**src/rtl/psr_pkg.sv**
```systemverilog
package psr_pkg;

    localparam int WORD_W  = 8;
    localparam int CODE_W  = 4;
    localparam int POS_C   = 0;
    localparam int POS_Z   = 1;
    localparam int POS_I   = 2;
    localparam int POS_D   = 3;
    localparam int POS_B   = 4;
    localparam int POS_T   = 5;
    localparam int POS_V   = 6;
    localparam int POS_N   = 7;

    typedef struct packed {
        logic n;
        logic v;
        logic t;
        logic d;
        logic i;
        logic z;
        logic c;
    } flags_t;

    typedef enum logic [CODE_W-1:0] {
        CMD_C_SET = 4'd0,
        CMD_C_CLR = 4'd1,
        CMD_I_SET = 4'd2,
        CMD_I_CLR = 4'd3,
        CMD_D_SET = 4'd4,
        CMD_D_CLR = 4'd5,
        CMD_T_SET = 4'd6,
        CMD_T_CLR = 4'd7,
        CMD_V_CLR = 4'd8
    } cmd_code_e;

    typedef struct packed {
        logic set_c;
        logic clr_c;
        logic set_i;
        logic clr_i;
        logic set_d;
        logic clr_d;
        logic set_t;
        logic clr_t;
        logic clr_v;
    } cmd_t;

    localparam flags_t FLAGS_RESET = '{n: 1'b0, v: 1'b0, t: 1'b0, d: 1'b0,
                                       i: 1'b1, z: 1'b0, c: 1'b0};

    function automatic logic [WORD_W-1:0] pack_flags(flags_t f, logic brk);
        logic [WORD_W-1:0] b;
        b        = '0;
        b[POS_C] = f.c;
        b[POS_Z] = f.z;
        b[POS_I] = f.i;
        b[POS_D] = f.d;
        b[POS_B] = brk;
        b[POS_T] = f.t;
        b[POS_V] = f.v;
        b[POS_N] = f.n;
        return b;
    endfunction

    function automatic flags_t unpack_flags(logic [WORD_W-1:0] b);
        flags_t f;
        f.c = b[POS_C];
        f.z = b[POS_Z];
        f.i = b[POS_I];
        f.d = b[POS_D];
        f.t = b[POS_T];
        f.v = b[POS_V];
        f.n = b[POS_N];
        return f;
    endfunction

endpackage

```
**src/rtl/psr_cmd_decode.sv**
```systemverilog
module psr_cmd_decode
    import psr_pkg::*;
(
    input  logic              valid,
    input  logic [CODE_W-1:0] code,
    output cmd_t              cmd
);
    always_comb begin
        cmd = '0;
        if (valid) begin
            case (code)
                CMD_C_SET: cmd.set_c = 1'b1;
                CMD_C_CLR: cmd.clr_c = 1'b1;
                CMD_I_SET: cmd.set_i = 1'b1;
                CMD_I_CLR: cmd.clr_i = 1'b1;
                CMD_D_SET: cmd.set_d = 1'b1;
                CMD_D_CLR: cmd.clr_d = 1'b1;
                CMD_T_SET: cmd.set_t = 1'b1;
                CMD_T_CLR: cmd.clr_t = 1'b1;
                CMD_V_CLR: cmd.clr_v = 1'b1;
                default:   cmd = '0;
            endcase
        end
    end
endmodule

```
**src/rtl/psr_next.sv**
```systemverilog
module psr_next
    import psr_pkg::*;
(
    input  flags_t              cur,
    input  logic                entry,
    input  logic                pull_we,
    input  logic [WORD_W-1:0]   pull_data,
    input  cmd_t                cmd,
    input  logic                carry_we,
    input  logic                carry_in,
    input  logic                ovf_we,
    input  logic                ovf_in,
    input  logic                res_we,
    input  logic [WORD_W-1:0]   res_value,
    input  logic                bit_test,
    input  logic [WORD_W-1:0]   bit_operand,
    output flags_t              nxt
);
    flags_t dp;

    // Datapath layer: result, carry/overflow writes, bit test on top.
    always_comb begin
        dp = cur;
        if (carry_we) dp.c = carry_in;
        if (ovf_we)   dp.v = ovf_in;
        if (res_we) begin
            dp.z = (res_value == '0);
            dp.n = res_value[WORD_W-1];
        end
        if (bit_test) begin
            dp.n = bit_operand[POS_N];
            dp.v = bit_operand[POS_V];
        end
    end

    // Ranking: entry, pull, command, datapath.
    always_comb begin
        nxt = dp;
        if (entry) begin
            nxt   = cur;
            nxt.i = 1'b1;
        end else if (pull_we) begin
            nxt = unpack_flags(pull_data);
        end else begin
            if (cmd.set_c) nxt.c = 1'b1;
            if (cmd.clr_c) nxt.c = 1'b0;
            if (cmd.set_i) nxt.i = 1'b1;
            if (cmd.clr_i) nxt.i = 1'b0;
            if (cmd.set_d) nxt.d = 1'b1;
            if (cmd.clr_d) nxt.d = 1'b0;
            if (cmd.set_t) nxt.t = 1'b1;
            if (cmd.clr_t) nxt.t = 1'b0;
            if (cmd.clr_v) nxt.v = 1'b0;
        end
    end
endmodule

```
**src/rtl/psr_image.sv**
```systemverilog
module psr_image
    import psr_pkg::*;
(
    input  flags_t              flags,
    input  logic                brk_enter,
    output logic [WORD_W-1:0]   live_byte,
    output logic [WORD_W-1:0]   stack_byte,
    output logic                allow
);
    assign live_byte  = pack_flags(flags, 1'b0);
    assign stack_byte = pack_flags(flags, brk_enter);
    assign allow      = ~flags.i;
endmodule

```
**src/rtl/psr_top.sv**
```systemverilog
module psr_top
    import psr_pkg::*;
(
    input  logic                clk,
    input  logic                rst,
    input  logic                carry_we,
    input  logic                carry_in,
    input  logic                ovf_we,
    input  logic                ovf_in,
    input  logic                res_we,
    input  logic [7:0]          res_value,
    input  logic                bit_test,
    input  logic [7:0]          bit_operand,
    input  logic                cmd_valid,
    input  logic [3:0]          cmd_code,
    input  logic                pull_we,
    input  logic [7:0]          pull_data,
    input  logic                irq_enter,
    input  logic                brk_enter,
    output logic [7:0]          status_byte,
    output logic [7:0]          push_byte,
    output logic                irq_allow
);
    flags_t flags_q;
    flags_t flags_d;
    cmd_t   cmd;
    logic   entry;

    assign entry = irq_enter | brk_enter;

    psr_cmd_decode u_dec (
        .valid (cmd_valid),
        .code  (cmd_code),
        .cmd   (cmd)
    );

    psr_next u_next (
        .cur         (flags_q),
        .entry       (entry),
        .pull_we     (pull_we),
        .pull_data   (pull_data),
        .cmd         (cmd),
        .carry_we    (carry_we),
        .carry_in    (carry_in),
        .ovf_we      (ovf_we),
        .ovf_in      (ovf_in),
        .res_we      (res_we),
        .res_value   (res_value),
        .bit_test    (bit_test),
        .bit_operand (bit_operand),
        .nxt         (flags_d)
    );

    always_ff @(posedge clk) begin
        if (rst) flags_q <= FLAGS_RESET;
        else     flags_q <= flags_d;
    end

    psr_image u_img (
        .flags      (flags_q),
        .brk_enter  (brk_enter),
        .live_byte  (status_byte),
        .stack_byte (push_byte),
        .allow      (irq_allow)
    );

    // reset leaves the mask set
    a_r1_reset_mask: assert property (@(posedge clk) rst |=> status_byte == 8'h04);
    // entry sets the mask and leaves carry alone
    a_r3_entry_mask: assert property (@(posedge clk) disable iff (rst)
        (irq_enter || brk_enter) |=> status_byte[POS_I]);
    a_r3_entry_holds: assert property (@(posedge clk) disable iff (rst)
        (irq_enter || brk_enter) |=> $stable(status_byte[POS_C]));
    // pull loads all but break
    a_r9_pull_load: assert property (@(posedge clk) disable iff (rst)
        (pull_we && !irq_enter && !brk_enter) |=> status_byte == ($past(pull_data) & 8'hEF));
    // bit test loads negative
    a_r8_bit_neg: assert property (@(posedge clk) disable iff (rst)
        (bit_test && !pull_we && !irq_enter && !brk_enter) |=> status_byte[POS_N] == $past(bit_operand[POS_N]));
    // overflow clear command
    a_r5_clr_v: assert property (@(posedge clk) disable iff (rst)
        (cmd_valid && cmd_code == 4'd8 && !pull_we && !irq_enter && !brk_enter) |=> !status_byte[POS_V]);
endmodule

```
**config.mk**
```make
export PLATFORM = sky130hd
export DESIGN_NAME = psr_top
export DESIGN_NICKNAME = d
export VERILOG_FILES = /design/src/rtl/psr_pkg.sv /design/src/rtl/psr_cmd_decode.sv /design/src/rtl/psr_next.sv /design/src/rtl/psr_image.sv /design/src/rtl/psr_top.sv
export SDC_FILE = /design/constraint.sdc
export NUM_CORES = 1
export LEC_CHECK = 0
export BUFFER_PORTS_ARGS = -buffer_cell sky130_fd_sc_hd__clkbuf_2
export CAP_MARGIN = 40
export CORE_UTILIZATION = 28
export DETAILED_ROUTE_END_ITERATION = 12
export GPL_ROUTABILITY_DRIVEN = 0
export PLACE_DENSITY = 0.78
export SLEW_MARGIN = 5
export SYNTH_ARGS = -nofsm -noshare
export SYNTH_HDL_FRONTEND = slang
export SYNTH_SLANG_ARGS = --single-unit
```
**constraint.sdc**
```tcl
create_clock -name clk -period 1 [get_ports clk]
set_input_delay 0.1 -clock clk [delete_from_list [all_inputs] [get_ports clk]]
set_output_delay 0.1 -clock clk [all_outputs]
set_load 0.01 [all_outputs]
```
=== Yosys cells after proc, flatten, opt, wreduce, memory -nomap -nowiden ===
Index checks and enable logic that the tools add are counted.

* Register bits after elaboration: 7
* Bits in latches: 0
* Bits in writable memories: 0
* Bits in read-only memories: 0
* Input port bits: 40
* Output and inout port bits: 17
* Memories kept: 0

* $add $sub $neg: 0
* Multipliers: 0
* Div/mod/pow operators: 0
* Order comparisons: 0
* Equal/unequal tests: 8
* Shift operators: 0
* Muxes and demuxes: 28
* Bitwise gates (word level): 3
* Reductions and logical operators: 16

{| class="wikitable"
|+ Operators by type and width
! cell !! number
|-
| 1-bit two-way mux || 25
|-
| 4-bit by 3-bit == test with 1-bit output (second input constant) || 4
|-
| 2-bit AND reduction || 6
|-
| 3-bit nonzero test || 4
|-
| 9-bit two-way mux || 1
|-
| 4-bit by 2-bit == test with 1-bit output (second input constant) || 2
|-
| 8-bit logical NOT || 1
|-
| 4-bit nonzero test || 2
|-
| 4-bit by 1-bit == test with 1-bit output (second input constant) || 1
|-
| 4-bit == test (second input constant) || 1
|-
| 4-bit logical NOT || 1
|-
| 4-bit two-way mux || 1
|-
| 2-bit two-way mux || 1
|-
| 1-bit inverter || 2
|-
| 2-bit nonzero test || 1
|-
| 2-bit OR reduction || 1
|-
| 1-bit bitwise OR || 1
|}

=== Longest topological paths before layout ===
Gate-level depths: netlist of run 1.

* Depth in word-level cells: 6
* Gate-level depth with buffers: 6
* Depth with buffers taken out: 4

=== Cells and area by module ===
From an unflattened synthesis of run 1, not the netlist that was laid out.

* Cells, all modules: 90
* Area total of the unflattened synthesis: 674.4 µm²

{| class="wikitable"
|+ By module, submodules not included
! module !! times used !! cells an instance !! area an instance (µm²) !! sequential area each (µm²)
|-
| psr_next || 1 || 42 || 259.0 || 0.0
|-
| psr_top || 1 || 15 || 205.2 || 140.1
|-
| psr_image || 1 || 18 || 127.6 || 0.0
|-
| psr_cmd_decode || 1 || 15 || 82.6 || 0.0
|}

=== Least setup slack after synthesis of run 1 ===
Ideal clock, no wire load.

* Path kind: input to register
* From: in pull_we
* To: reg flags_q[1] in the netlist's numbering
* Library setup time: 0.130 ns
* Arrival: 0.809 ns
* Path slack: 0.061 ns
* Stages on the path: 4
* Buffers on the path: 2
* Cells stage by stage: buf_2 buf_2 a2111oi_0 nor3_1

* Cells in the longest elaborated chain, start to end: 2

{| class="wikitable"
|+ Ends and longest elaborated chain
! what !! line !! text
|-
| start, declared || psr_top.sv:16 || <nowiki>input logic pull_we,</nowiki>
|-
| 2-bit nonzero test (no line) || n/a ||
|-
| 2-bit AND reduction (no line) || n/a ||
|-
| end signal, assigned || psr_top.sv:56 || <nowiki>else flags_q <= flags_d;</nowiki>
|-
| end, declared || psr_top.sv:24 || <nowiki>flags_t flags_q;</nowiki>
|}

Parallel ways exist; a longest one is shown, timed or not.
A chain may end at the register's enable or synchronous reset.

==> results of run 1 <==
-- cells by family after synthesis --
family          after synthesis  synth area share
simple gates                 26            0.2851
compound gates               20            0.2588
buf+inv                      16            0.1688
flops                         7            0.2456
mux                           2           0.03509
other cells                   1          0.006573
-- power groups by stage --
stage                     registers [mW]  logic [mW]  clock network [mW]
after floorplan                    0.319       0.120                   0
after global placement             0.312       0.245                   0
after detailed placement           0.313       0.251                   0
after CTS                          0.307       0.252               0.263
after global routing               0.309       0.277               0.276
final                              0.307       0.250               0.255
-- layout by cell type (no fill, tap or decap), drive strengths merged --
cell type   n
inv         5
nor3b       1
o31ai       3
nor2b       1
and3        1
mux2i       2
nand2       4
a221oi      3
clkbuf     52
a21o        1
o21ai       5
conb        1
o21bai      1
nor2        6
nand3b      1
nand3       1
a211oi      1
nor3        1
dfxtp       7
nor4b       1
or2         1
a2111oi     2
nor4        5
buf         9
nand4       1
and4bb      1
and4        1
a21oi       3
o22ai       1
-- final timing paths --
| check | endpoint | startpoint | cells past startpoint |
|---|---|---|---|
| min | flags_q[2] | pull_data[2] | 3 |
| max | flags_q[5] | flags_q[5] | 2 |
| min reg2reg | flags_q[0] | flags_q[0] | 2 |
| max reg2reg | flags_q[5] | flags_q[5] | 2 |
-- per-layer routing --
layer	wire (um)	share of wire
met2	821	0.51
met1	669	0.41
met3	122	0.076
met4	0	0
met5	0	0
-- cell type report --
cell class / instances / share of cell area
Sequential cell: 7 / 0.1633
Clock buffer: 4 / 0.03061
Multi-Input combinational cell: 49 / 0.3892
Timing Repair Buffer: 57 / 0.3586
Tap cell: 25 / 0.03644
Inverter: 5 / 0.02187
-- worst min-delay path: stages --
cell	delay, ns
clkbuf_2	0.08
a211oi_1	0.06
o21ai_0	0.07
==> results.py, run 1 <==
metrics = {
    "floorplanning": {
        "initial_core_util": 0.3134,
        "die_x_um": 47.14,
        "top_level_ports": 57,
        "rows": 15,
        "die_height_um": 47.14,
        "fp.coreArea_mm2": 0.001821,
        "die_area_mm2": 0.002222,
    },
    "placed_design": {
        "place_inst": 143,
        "place_ws_ns": -0.06993,
        "dp_hpwl_um": 1367,
        "io_buffer_count": 48,
        "placed_area_um2": 832.0,
    },
    "drt": {
        "viasPerCell": 4.946,
        "wl_um": 1613,
        "routedWlPerCell_um": 10.97,
        "vias": 727,
        "drc": 0,
        "drt_first_pass_iters": 4,
        "drt_iter0_markers": 10,
        "antenna_left": 0,
    },
    "clock_tree": {
        "ctsHoldBuffers": 0,
        "cts.root.buffer_cell": "clkbuf_4",
        "htreeDepth": 1,
        "cts_sinks": 7,
        "cts_tree": "done",
        "insertion_delay_ns": 0.25,
        "clock_path_buffers": 2,
        "cts.clk_slew.worst_paths_ns": 0.05,
        "cts_resized": 0,
        "cts_made_buffers": 3,
        "post_cts_buffers": 0,
    },
    "worst_setup_path": {
        "path_buf_inv": 0,
        "arrival_ns": 1.04,
        "cp-start-kind": "flip-flop",
        "required_ns": 1.13,
        "critPathTopFamily": "simple AND/OR/NAND/NOR gates",
        "r2r_setup_slack_ns": 0.09,
        "critical_path.cell_chain": "nor4_1 > a2111oi_2",
        "critPathCaptureType": "flip-flop",
        "slowest_delay_ns": 0.34,
        "critPathKind": "reg2reg",
        "slowest_stage": "nor4_1",
        "crit_fanout": 4,
    },
    "timing": {
        "timing.final.ws_setup_ns": 0.08976,
        "hold_violations": 0,
        "period_minus_slack_ns": 0.9102,
        "setup_viol": 0,
        "drv_slew": 0,
        "fin_skew_ns": 0,
        "post-route-period-util": 0.9102,
        "timing.setup.tns_ns": 0,
        "holdWs_ns": 0.09327,
        "rsz0062_at_grt": "no",
        "max_freq_ghz": 1.099,
    },
    "pwr": {
        "leakage_nw": 0.4468,
        "cellPowerDensity_mw_per_mm2": 946.9,
        "peakVddDrop_v": 0.0007023,
        "pwr-share-clk": 0.314,
        "power_frac_seq": 0.378,
        "power.internal_uw": 576.1,
        "power_frac_comb": 0.308,
        "total_power_uw": 812.8,
        "power_switching_uw": 236.6,
        "switching_share": 0.2911,
    },
    "global_routing": {
        "antenna_found_initial": 0,
        "groute.layer.met3.usage": 0.07308,
        "grt_pass1_wl_um": 2297,
        "grt_busiest_layer": "met2",
        "grtUsageTotal": 0.1487,
        "grt_overflow": 0,
        "grt_max_degree": 11,
        "grt_pass1_vias": 584,
        "gr-usage-met1": 0.1702,
        "use_met2": 0.2472,
    },
    "logic_synthesis": {
        "synth_common_cells": "buf_4 (9), dfxtp_1 (7), nor2_1 (5), nor4_1 (5), o21ai_0 (5)",
        "synth_seq_cells": 7,
        "synth-edff-count": 0,
        "yosysUniqueCellTypes": 33,
        "synth_nets": 112,
        "synth_most_common_cell": "buf_4",
        "synth_area_um2": 570.5,
        "yosysWarnings": 0,
        "synth_top_area_share": 0.2456,
        "yosysSeqAreaShare": 0.2456,
        "synth_area_per_cell_um2": 7.924,
        "postSynthCellCount": 72,
        "async_flop_share": 0,
        "dominantRegCellSynth": "dfxtp_1",
        "yosys.area.top_type": "dfxtp_1",
        "ys_top_cells_by_area": "dfxtp_1 (25%), buf_4 (12%), nor4_1 (5.5%), o21ai_0 (4.4%), o31ai_1 (3.9%)",
    },
    "job": {
        "maxCapViolations": 0,
    },
    "layout": {
        "diodes": 0,
        "nFillCells": 200,
        "fin_util": 0.4715,
        "reg.largest.list": "flags_q x7",
        "ff_latch_area_um2": 140.1,
        "regMostFlops": "flags_q",
        "multi_input_area_um2": 334.1,
        "layout.nets": 163,
        "design_area_um2": 858.3,
        "drive_gt1_frac": 0.5410,
        "area_growth_pct": 50.44,
        "largest_reg_flops": 7,
        "fin_cells": 147,
    },
    "run_status": {
        "status": "completed",
    },
    "min_path": {
        "hold_path_class": "in2reg",
    },
}
(Power assumes the default switching activity.)
==> run 2: changes to the inputs <==
- PLACE_DENSITY: 0.78 -> 0.74
- SYNTH_HIERARCHICAL: unset -> 1
==> run 2 against run 1 <==
  * The flow now finishes with violations (setup timing)
  * Critical path depth is 4 higher
  * Wire length is 7.5% higher
  * Clock-buffer cell count stayed put
  * Clock power hardly changed
  * Clock skew stayed put
  * Hold slack better by 0.052 ns
  * Power is 1.1% higher
  * Synthesized cell count is 25% higher
  * First-iteration DRC count is 60% higher
  * Design area is 9.3% higher
  * Combinational power is 6% higher
  * Largest cell class unchanged
==> results.py, run 2 <==
metrics = {
    "worst_setup_path": {
        "crit_cells": 6,
        "crit_fanout": 4,
        "critPathCaptureType": "flip-flop",
        "critPathKind": "in2reg",
        "slowest_stage": "or3b_4",
        "slowest_delay_ns": 0.42,
        "cp-start-kind": "primary input",
        "r2r_setup_slack_ns": 0.01,
        "arrival_ns": 1.22,
        "required_ns": 1.19,
        "r2r_cells": 4,
        "critPathTopFamily": "simple AND/OR/NAND/NOR gates",
        "path_buf_inv": 1,
        "critical_path.cell_chain": "buf_6 > or3b_4 > nor3_4 > a211oi_2 > o41ai_1 > and2b_2",
    },
    "timing": {
        "period_minus_slack_ns": 1.029,
        "timing.final.ws_setup_ns": -0.02944,
        "holdWs_ns": 0.1449,
        "hold_violations": 0,
        "drv_slew": 0,
        "fin_skew_ns": 0,
        "rsz0062_at_grt": "yes",
        "max_freq_ghz": 0.9714,
        "setup_viol": 1,
        "post-route-period-util": 1.029,
    },
    "floorplanning": {
        "die_x_um": 51.08,
        "top_level_ports": 57,
        "fp.coreArea_mm2": 0.002233,
        "die_height_um": 51.08,
        "die_area_mm2": 0.002609,
        "rows": 17,
        "initial_core_util": 0.3020,
    },
    "logic_synthesis": {
        "synth_common_cells": "buf_4 (16), nor2_1 (8), dfxtp_1 (7)",
        "synth_top_area_share": 0.2078,
        "async_flop_share": 0,
        "synth_top_family_by_area": "simple AND/OR/NAND/NOR gates",
        "synth_seq_cells": 7,
        "synth_xor_area_frac": 0,
        "yosysUniqueCellTypes": 34,
        "synthAdderAreaFrac": 0,
        "synth_nets": 130,
        "dominantRegCellSynth": "dfxtp_1",
        "synthSimpleGateAreaFrac": 0.3525,
        "synth-edff-count": 0,
        "synth_most_common_cell": "buf_4",
        "synth_compound_area_frac": 0.1948,
        "postSynthCellCount": 90,
        "synth.mux.area_fraction": 0.01484,
        "synth_area_um2": 674.4,
        "ys_top_cells_by_area": "dfxtp_1 (21%), buf_4 (18%), and2b_2 (7.8%), a21oi_1 (4.5%), nor2_1 (4.5%)",
        "yosysSeqAreaShare": 0.2078,
        "yosysWarnings": 6,
        "synth_area_per_cell_um2": 7.493,
        "yosys.area.top_type": "dfxtp_1",
    },
    "clock_tree": {
        "cts_tree": "done",
        "cts.root.buffer_cell": "clkbuf_4",
        "insertion_delay_ns": 0.25,
        "htreeDepth": 1,
        "ctsHoldBuffers": 0,
        "cts_made_buffers": 3,
        "clock_path_buffers": 2,
        "cts.clk_slew.worst_paths_ns": 0.05,
        "cts_sinks": 7,
    },
    "drt": {
        "antenna_left": 0,
        "viasPerCell": 4.702,
        "drt_iter0_markers": 16,
        "drt_first_pass_iters": 4,
        "wl_um": 1734,
        "drc": 0,
        "routedWlPerCell_um": 10.77,
        "vias": 757,
    },
    "layout": {
        "layout_commonest_cell": "clkbuf_2",
        "diodes": 0,
        "layout.nets": 174,
        "design_area_um2": 938.4,
        "reg.largest.list": "flags_q x7",
        "drive_gt1_frac": 0.5639,
        "area_growth_pct": 39.15,
        "nFillCells": 252,
        "largest_reg_flops": 7,
        "final_cell_mix": "clkbuf_2 (46), buf_4 (8), nor2_1 (8)",
        "regMostFlops": "flags_q",
        "fin_util": 0.4202,
    },
    "pwr": {
        "cellPowerDensity_mw_per_mm2": 875.7,
        "leakage_nw": 0.5026,
        "peakVddDrop_v": 0.0003880,
        "total_power_uw": 821.8,
    },
    "job": {
        "maxCapViolations": 0,
    },
    "global_routing": {
        "grt_pass1_wl_um": 2718,
        "grt_pass1_vias": 685,
        "grt_overflow": 0,
        "grtUsageTotal": 0.1407,
        "antenna_found_initial": 0,
        "grt_max_degree": 13,
    },
    "run_status": {
        "violations": "setup timing",
        "status": "complete, but fails checks",
    },
    "min_path": {
        "whs_path_depth": 2,
        "hold_path_class": "in2reg",
    },
    "placed_design": {
        "placed_area_um2": 878.3,
        "dp_hpwl_um": 1418,
        "place_ws_ns": -0.2724,
        "io_buffer_count": 48,
    },
}
-- run 2: cell types whose count changed in the layout (fill, tap and decap cells not counted), sizes merged, moves of 3 or more --
cell / before / now
and2b: 0 / 7
nor4: 5 / 2
nand2b: 0 / 3
nor3: 1 / 4
a21oi: 3 / 6
a221oi: 3 / 0
-- run 2: path summary, 6_finish.rpt --
kind	start	end
hold reg to reg	flags_q[0]	flags_q[0]
hold / removal	rst	flags_q[2]
setup / recovery	cmd_code[3]	flags_q[0]
setup reg to reg	flags_q[0]	flags_q[0]
-- run 2: report_power, final --
group	total, mW	switching, mW	internal (mW)	leakage (nW)
logic	0.265	0.122	0.143	0.430
clock network	0.254	0.102	0.152	0.0150
registers	0.303	0.0102	0.293	0.0580
total	0.822	0.234	0.588	0.503
-- run 2: final cells by class --
| type | count | area, um^2 | area share |
|---|---|---|---|
| Timing Repair Buffer | 57 | 317.8 | 0.3387 |
| Sequential cell | 7 | 142.6 | 0.1520 |
| Clock buffer | 4 | 26.28 | 0.02800 |
| Multi-Input combinational cell | 61 | 401.6 | 0.4280 |
| Inverter | 4 | 15.01 | 0.01600 |
| Tap cell | 28 | 35.03 | 0.03733 |
-- run 2: kinds of logic after synthesis --
group           Yosys count
compound gates           20
buf+inv                  22
flops                     7
mux                       1
other cells               1
simple gates             39
-- run 2: layer usage --
layer / track usage / wire [um] / vias to the layer above
met5: 0 / 0 / -
met4: 0.06944 / 19 / 0
met3: 0.02679 / 125 / 2
met2: 0.2434 / 850 / 39
met1: 0.1634 / 739 / 334
li1: - / - / 382
-- run 2: metrics by stage --
stage	instances	TNS, ns
global placement	156	-0.7667
global route	161	-0.08730
CTS	160	-0.01370
detailed placement	156	-1.033
finish	161	-0.02944
floorplan	90	-0.07586
-- run 2: repair_timing --
item                       4_1_cts  5_1_grt
setup endpoints to repair        2        3
pin swaps                        0        5
setup buffers                    0        1
resized for setup                2        8
